### src/rtl/irq_agg_pkg.sv
package irq_agg_pkg;

    typedef enum logic {
        CELL_IDLE    = 1'b0,
        CELL_PENDING = 1'b1
    } cell_state_e;

    // word index within the four-register window (addr[3:2])
    localparam logic [1:0] WIX_STATUS = 2'd0;
    localparam logic [1:0] WIX_MODE   = 2'd1;
    localparam logic [1:0] WIX_ENABLE = 2'd2;
    localparam logic [1:0] WIX_LIVE   = 2'd3;

endpackage

### src/rtl/irq_src_cell.sv
module irq_src_cell
    import irq_agg_pkg::*;
(
    input  logic clk,
    input  logic rst_n,
    input  logic req,
    input  logic edge_mode,
    input  logic clr,
    output logic pending
);

    cell_state_e state_q, state_d;
    logic        req_prev_q;
    logic        trig;

    // trigger condition: rising transition in edge mode, level otherwise
    assign trig = edge_mode ? (req & ~req_prev_q) : req;

    always_ff @(posedge clk or negedge rst_n) begin
        if (!rst_n) begin
            state_q    <= CELL_IDLE;
            req_prev_q <= 1'b0;
        end else begin
            state_q    <= state_d;
            req_prev_q <= req;
        end
    end

    always_comb begin
        state_d = state_q;
        unique case (state_q)
            CELL_IDLE: begin
                if (trig) state_d = CELL_PENDING;
            end
            CELL_PENDING: begin
                if (clr && !trig) state_d = CELL_IDLE;
            end
            default: state_d = CELL_IDLE;
        endcase
    end

    always_comb begin
        pending = (state_q == CELL_PENDING);
    end

endmodule

### src/rtl/irq_combiner.sv
module irq_combiner #(
    parameter int NUM_SRC = 15
) (
    input  logic [NUM_SRC-1:0] status,
    input  logic [NUM_SRC:0]   enable,
    output logic               summary,
    output logic               irq
);

    localparam int GLB = NUM_SRC;

    logic [NUM_SRC-1:0] masked;

    always_comb begin
        masked  = status & enable[NUM_SRC-1:0];
        summary = |status;
        irq     = enable[GLB] & (|masked);
    end

endmodule

### src/rtl/irq_regfile.sv
module irq_regfile
    import irq_agg_pkg::*;
#(
    parameter int           NUM_SRC = 15,
    parameter int           ADDR_W  = 8,
    parameter int           DATA_W  = 32,
    parameter logic [ADDR_W-1:0] BASE = 'hB0
) (
    input  logic               clk,
    input  logic               rst_n,
    input  logic [ADDR_W-1:0]  addr,
    input  logic               wr,
    input  logic [DATA_W-1:0]  wdata,
    input  logic               rd,
    input  logic [NUM_SRC-1:0] status,
    input  logic               summary,
    input  logic [NUM_SRC-1:0] live,
    output logic [NUM_SRC:0]   enable,
    output logic [NUM_SRC-1:0] mode,
    output logic [NUM_SRC-1:0] clr,
    output logic [DATA_W-1:0]  rdata
);

    localparam int PAD_STATUS = DATA_W - NUM_SRC - 1;
    localparam int PAD_MODE   = DATA_W - NUM_SRC;

    logic              hit;
    logic [1:0]        wix;
    logic [DATA_W-1:0] rd_mux;
    logic [NUM_SRC:0]  enable_q;
    logic [NUM_SRC-1:0] mode_q;
    logic [DATA_W-1:0] rdata_q;

    assign hit = (addr[ADDR_W-1:4] == BASE[ADDR_W-1:4]) && (addr[1:0] == 2'b00);
    assign wix = addr[3:2];

    always_comb begin
        clr = '0;
        if (wr && hit && wix == WIX_MODE) clr = wdata[NUM_SRC-1:0];
    end

    always_comb begin
        rd_mux = '0;
        if (hit) begin
            unique case (wix)
                WIX_STATUS: rd_mux = {{PAD_STATUS{1'b0}}, summary, status};
                WIX_MODE:   rd_mux = {{PAD_MODE{1'b0}}, mode_q};
                WIX_ENABLE: rd_mux = {{PAD_STATUS{1'b0}}, enable_q};
                WIX_LIVE:   rd_mux = {{PAD_MODE{1'b0}}, live};
                default:    rd_mux = '0;
            endcase
        end
    end

    always_ff @(posedge clk or negedge rst_n) begin
        if (!rst_n) begin
            enable_q <= '0;
            mode_q   <= '0;
            rdata_q  <= '0;
        end else begin
            if (wr && hit && wix == WIX_ENABLE) enable_q <= wdata[NUM_SRC:0];
            if (wr && hit && wix == WIX_STATUS) mode_q   <= wdata[NUM_SRC-1:0];
            if (rd) rdata_q <= rd_mux;
        end
    end

    assign enable = enable_q;
    assign mode   = mode_q;
    assign rdata  = rdata_q;

endmodule

### src/rtl/irq_aggregator_top.sv
module irq_aggregator_top
    import irq_agg_pkg::*;
#(
    parameter int                NUM_SRC = 15,
    parameter int                ADDR_W  = 8,
    parameter int                DATA_W  = 32,
    parameter logic [ADDR_W-1:0] BASE    = 'hB0
) (
    input  logic               clk,
    input  logic               rst_n,
    input  logic [ADDR_W-1:0]  reg_addr,
    input  logic               reg_wr,
    input  logic [DATA_W-1:0]  reg_wdata,
    input  logic               reg_rd,
    output logic [DATA_W-1:0]  reg_rdata,
    input  logic [NUM_SRC-1:0] src_req,
    output logic               host_irq
);

    logic [NUM_SRC-1:0] status_vec;
    logic [NUM_SRC-1:0] clr_vec;
    logic [NUM_SRC-1:0] mode_vec;
    logic [NUM_SRC:0]   en_vec;
    logic               summary;

    for (genvar g = 0; g < NUM_SRC; g++) begin : g_cell
        irq_src_cell u_cell (
            .clk       (clk),
            .rst_n     (rst_n),
            .req       (src_req[g]),
            .edge_mode (mode_vec[g]),
            .clr       (clr_vec[g]),
            .pending   (status_vec[g])
        );
    end

    irq_regfile #(
        .NUM_SRC (NUM_SRC),
        .ADDR_W  (ADDR_W),
        .DATA_W  (DATA_W),
        .BASE    (BASE)
    ) u_regs (
        .clk     (clk),
        .rst_n   (rst_n),
        .addr    (reg_addr),
        .wr      (reg_wr),
        .wdata   (reg_wdata),
        .rd      (reg_rd),
        .status  (status_vec),
        .summary (summary),
        .live    (src_req),
        .enable  (en_vec),
        .mode    (mode_vec),
        .clr     (clr_vec),
        .rdata   (reg_rdata)
    );

    irq_combiner #(
        .NUM_SRC (NUM_SRC)
    ) u_comb (
        .status  (status_vec),
        .enable  (en_vec),
        .summary (summary),
        .irq     (host_irq)
    );

endmodule

### config.mk
export PLATFORM = sky130hd
export DESIGN_NAME = irq_aggregator_top
export DESIGN_NICKNAME = d
export VERILOG_FILES = /design/src/rtl/irq_agg_pkg.sv /design/src/rtl/irq_src_cell.sv /design/src/rtl/irq_combiner.sv /design/src/rtl/irq_regfile.sv /design/src/rtl/irq_aggregator_top.sv
export SDC_FILE = /design/constraint.sdc
export NUM_CORES = 1
export LEC_CHECK = 0
export ABC_AREA = 1
export CAP_MARGIN = 10
export CORE_MARGIN = 1
export CORE_UTILIZATION = 45
export CTS_CLUSTER_DIAMETER = 40
export DETAILED_ROUTE_END_ITERATION = 12
export DONT_BUFFER_PORTS = 1
export GPL_ROUTABILITY_DRIVEN = 0
export PLACE_DENSITY = 0.68
export SLEW_MARGIN = 5
export SYNTH_ARGS = -nofsm -noshare
export SYNTH_HDL_FRONTEND = slang
export SYNTH_SLANG_ARGS = --single-unit
### constraint.sdc
create_clock -name clk -period 1.55 [get_ports clk]
set_clock_uncertainty 0.2 [all_clocks]
set_input_delay 0.2325 -clock clk [delete_from_list [all_inputs] [get_ports clk]]
set_output_delay 0.2325 -clock clk [all_outputs]
set_load 0.01 [all_outputs]
==> metrics <==
status=finished, violations left; failing checks=negative hold slack, negative setup slack; WP data required=about 1100 ps; CP delay by family, top=flip-flops; f_max=~0.57 GHz; fin nets=approximately 560; # DRC=0; EDFF count, synth=0; worst vdd ir=between 0.5 and 0.6 mV; Slew Viols, Final=0; Worst setup SP type=flop; # diodes=0; Worst-Skew Late Latency=between 300 and 400 ps; input/output buffers=0; final wirelength=between 9000 and 10000 µm; Worst R2R Setup Slack=50 ps; Crit path buffers/inverters=1; RSZ-0062 raised after global routing=true; count leader, synth=nand2_1; synth warn=0; Avg Cell Area, Syn=8.69 µm²; post-synth cell types=25; worst path cell trace=nand2_1 > nand4_1 > nor2_2 > a21boi_2 > buf_4; CTS Hold Buffers Added=34; Initial Util=47.6%; Worst path slowest cell=dfrtp_1; asr flop ratio synth=between 90% and 100%; area of the die=roughly 8700 µm²; Critical R2R Launch=g_cell[9].u_cell.pending; CTS tree=done; Pre-antenna DRT Iters=5; setup violators final=1; core area=between 7000 and 8000 µm²; Synth top cells by count=178 x nand2_1, 77 x dfrtp_1, 34 x nand3_1; row count=32; clock-pin slew on the worst setup and hold paths=roughly 80 ps; vias post-DR=3151; critical path type=flop to primary output; pre-CTS setup slack=-17.0 ps; RR Endpoint=u_regs.rdata[15]; I/O pin count=~90; post-synthesis sequential area ratio=51.3%; H-tree Lvls=3; Leak Pwr=about 0.0023 µW; Area Growth Syn to Fin=21.5%; top cells by area, synth=dfrtp_1 51%, nand2_1 18%, o21ai_2 5.8%; Reg2Reg Depth=6; commonest register cell after synthesis=dfrtp_1; Max clock buf depth=2; pin count of the biggest net entering global routing=78; Final HPWL DP=between 5000 and 6000 µm; slowest stage delay, CP=around 400 ps; Tot GR Track Use=between 20% and 30%; total grt overflow=0; Synth area leader=dfrtp_1; Final WS setup=-215 ps; root buffer cell=clkbuf_8; Cell Pwr Density=925 nW/µm²; CP arrival=between 1000 and 1500 ps; Syn Std Cell Area=approximately 3800 µm²; fin crit period=around 1800 ps; Avg Vias per Cell=between 5 and 6; top-area cell type share of the netlist area=between 50 and 60%; WL per Instance=15.8 µm; vias in the first global route=slightly above 3000; first-pass GRT wire length=between 15000 and 20000 µm; CP max FO=3; Tcrit/Tclk final=114%; #FFs+latches synth=77; worst hold slack=-638 ps; critical path capture point type=primary output; Hold Fails Final Rpt=77; max-cap violations=0; setup TNS=-215 ps; Detail Route Antenna Nets=0; drt initial violations=227; Die H=93.3 µm; Final Power=4220 µW; ratio of cells with drive above 1 in the final layout=19.3%; initial antenna violation count=0; Die X=about 93 µm; Worst Hold Class=input pin to async pin; clock sinks=77; Mapped Cells=between 400 and 500; CTS buffer count=9
registers in the layout, indices dropped and copies added, names as in the netlist:
register,cells
u_regs.enable,16
g_cell.u_cell.pending,15
g_cell.u_cell.req_prev_q,15
u_regs.mode,15
u_regs.rdata,16
per-stage QoR:
stage	cells	utilization [%]	instance area, µm²
4_1_cts	599	57.1	4510
2_1_floorplan	447	-	3810
6_report	604	57.8	4560
5_1_grt	604	57.8	4560
3_5_place_dp	539	48.9	3860
3_3_place_gp	539	48.9	3860
layout make-up:
cell class | count | area (µm²)
inverter | 23 | 86.3
fill | 690 | 3330
timing repair buffer | 70 | 636
tap | 102 | 128
multi-input combinational | 316 | 1560
clock inverter | 4 | 70.1
clock buffer | 12 | 155
sequential | 77 | 1930
routing by layer:
layer	up-vias	global-route usage [%]	part of all wire [%]
met5	-	0	0
li1	1490	-	-
met3	22	4.72	7.4
met1	1502	30.1	43
met2	137	38.4	47
met4	0	11.5	2.8
worst register-to-register path, stage by stage, from the launching register on:
cell and delay [ps]:
dfrtp_1 390, buf_4 150, or2_2 290, nor2_2 140, nand3_1 90, nand3_1 90
nand2_1 50
report_power, final:
part           switching [µW]  leakage (µW)  total (µW)  internal [µW]
combinational             227       0.00119         390            163
sequential               36.4      0.000957        2100           2070
clock                     736      0.000116        1730            990
total                     999       0.00226        4220           3220
logic make-up after synthesis:
family | synth area share [%]
other | 0.0999
buffers and inverters | 9.46
AND/OR/NAND/NOR | 28.0
flip-flops | 51.3
AO/OA/AOI/OAI | 11.1
worst max-delay path by stage:
stage	slack [ps]	start	endpoint	depth (start not counted)
global route	-260	g_cell[9].u_cell.pending	host_irq	5
finish	-220	u_regs.enable[11]	host_irq	5
detailed placement	-20	reg_addr[1]	u_regs.mode[0]	6
floorplan	220	reg_addr[1]	u_regs.enable[11]	7
CTS	-200	g_cell[3].u_cell.pending	host_irq	5
global placement	20	reg_addr[1]	u_regs.mode[11]	6
cell usage in the layout (no fill, tap or decap), types with 8 or more instances in the layout:
cell type,instances
nor2_1,8
dfrtp_1,77
clkbuf_8,11
o211ai_1,12
o21ai_2,25
o21ai_1,10
buf_4,34
nand3_1,34
dlygate4sd3_1,34
conb_1,16
inv_1,19
nand2_1,178
o21ai_0,10
timing repair:
item | CTS | global route
endpoints found under the hold margin | 153 | 77
pin swaps | 5 | 9
resized for setup | 3 | 5
setup endpoints to repair | 1 | 18
setup buffers | 10 | 5
cloned | 0 | 1
No activity file was read; power rests on OpenSTA's default activity.
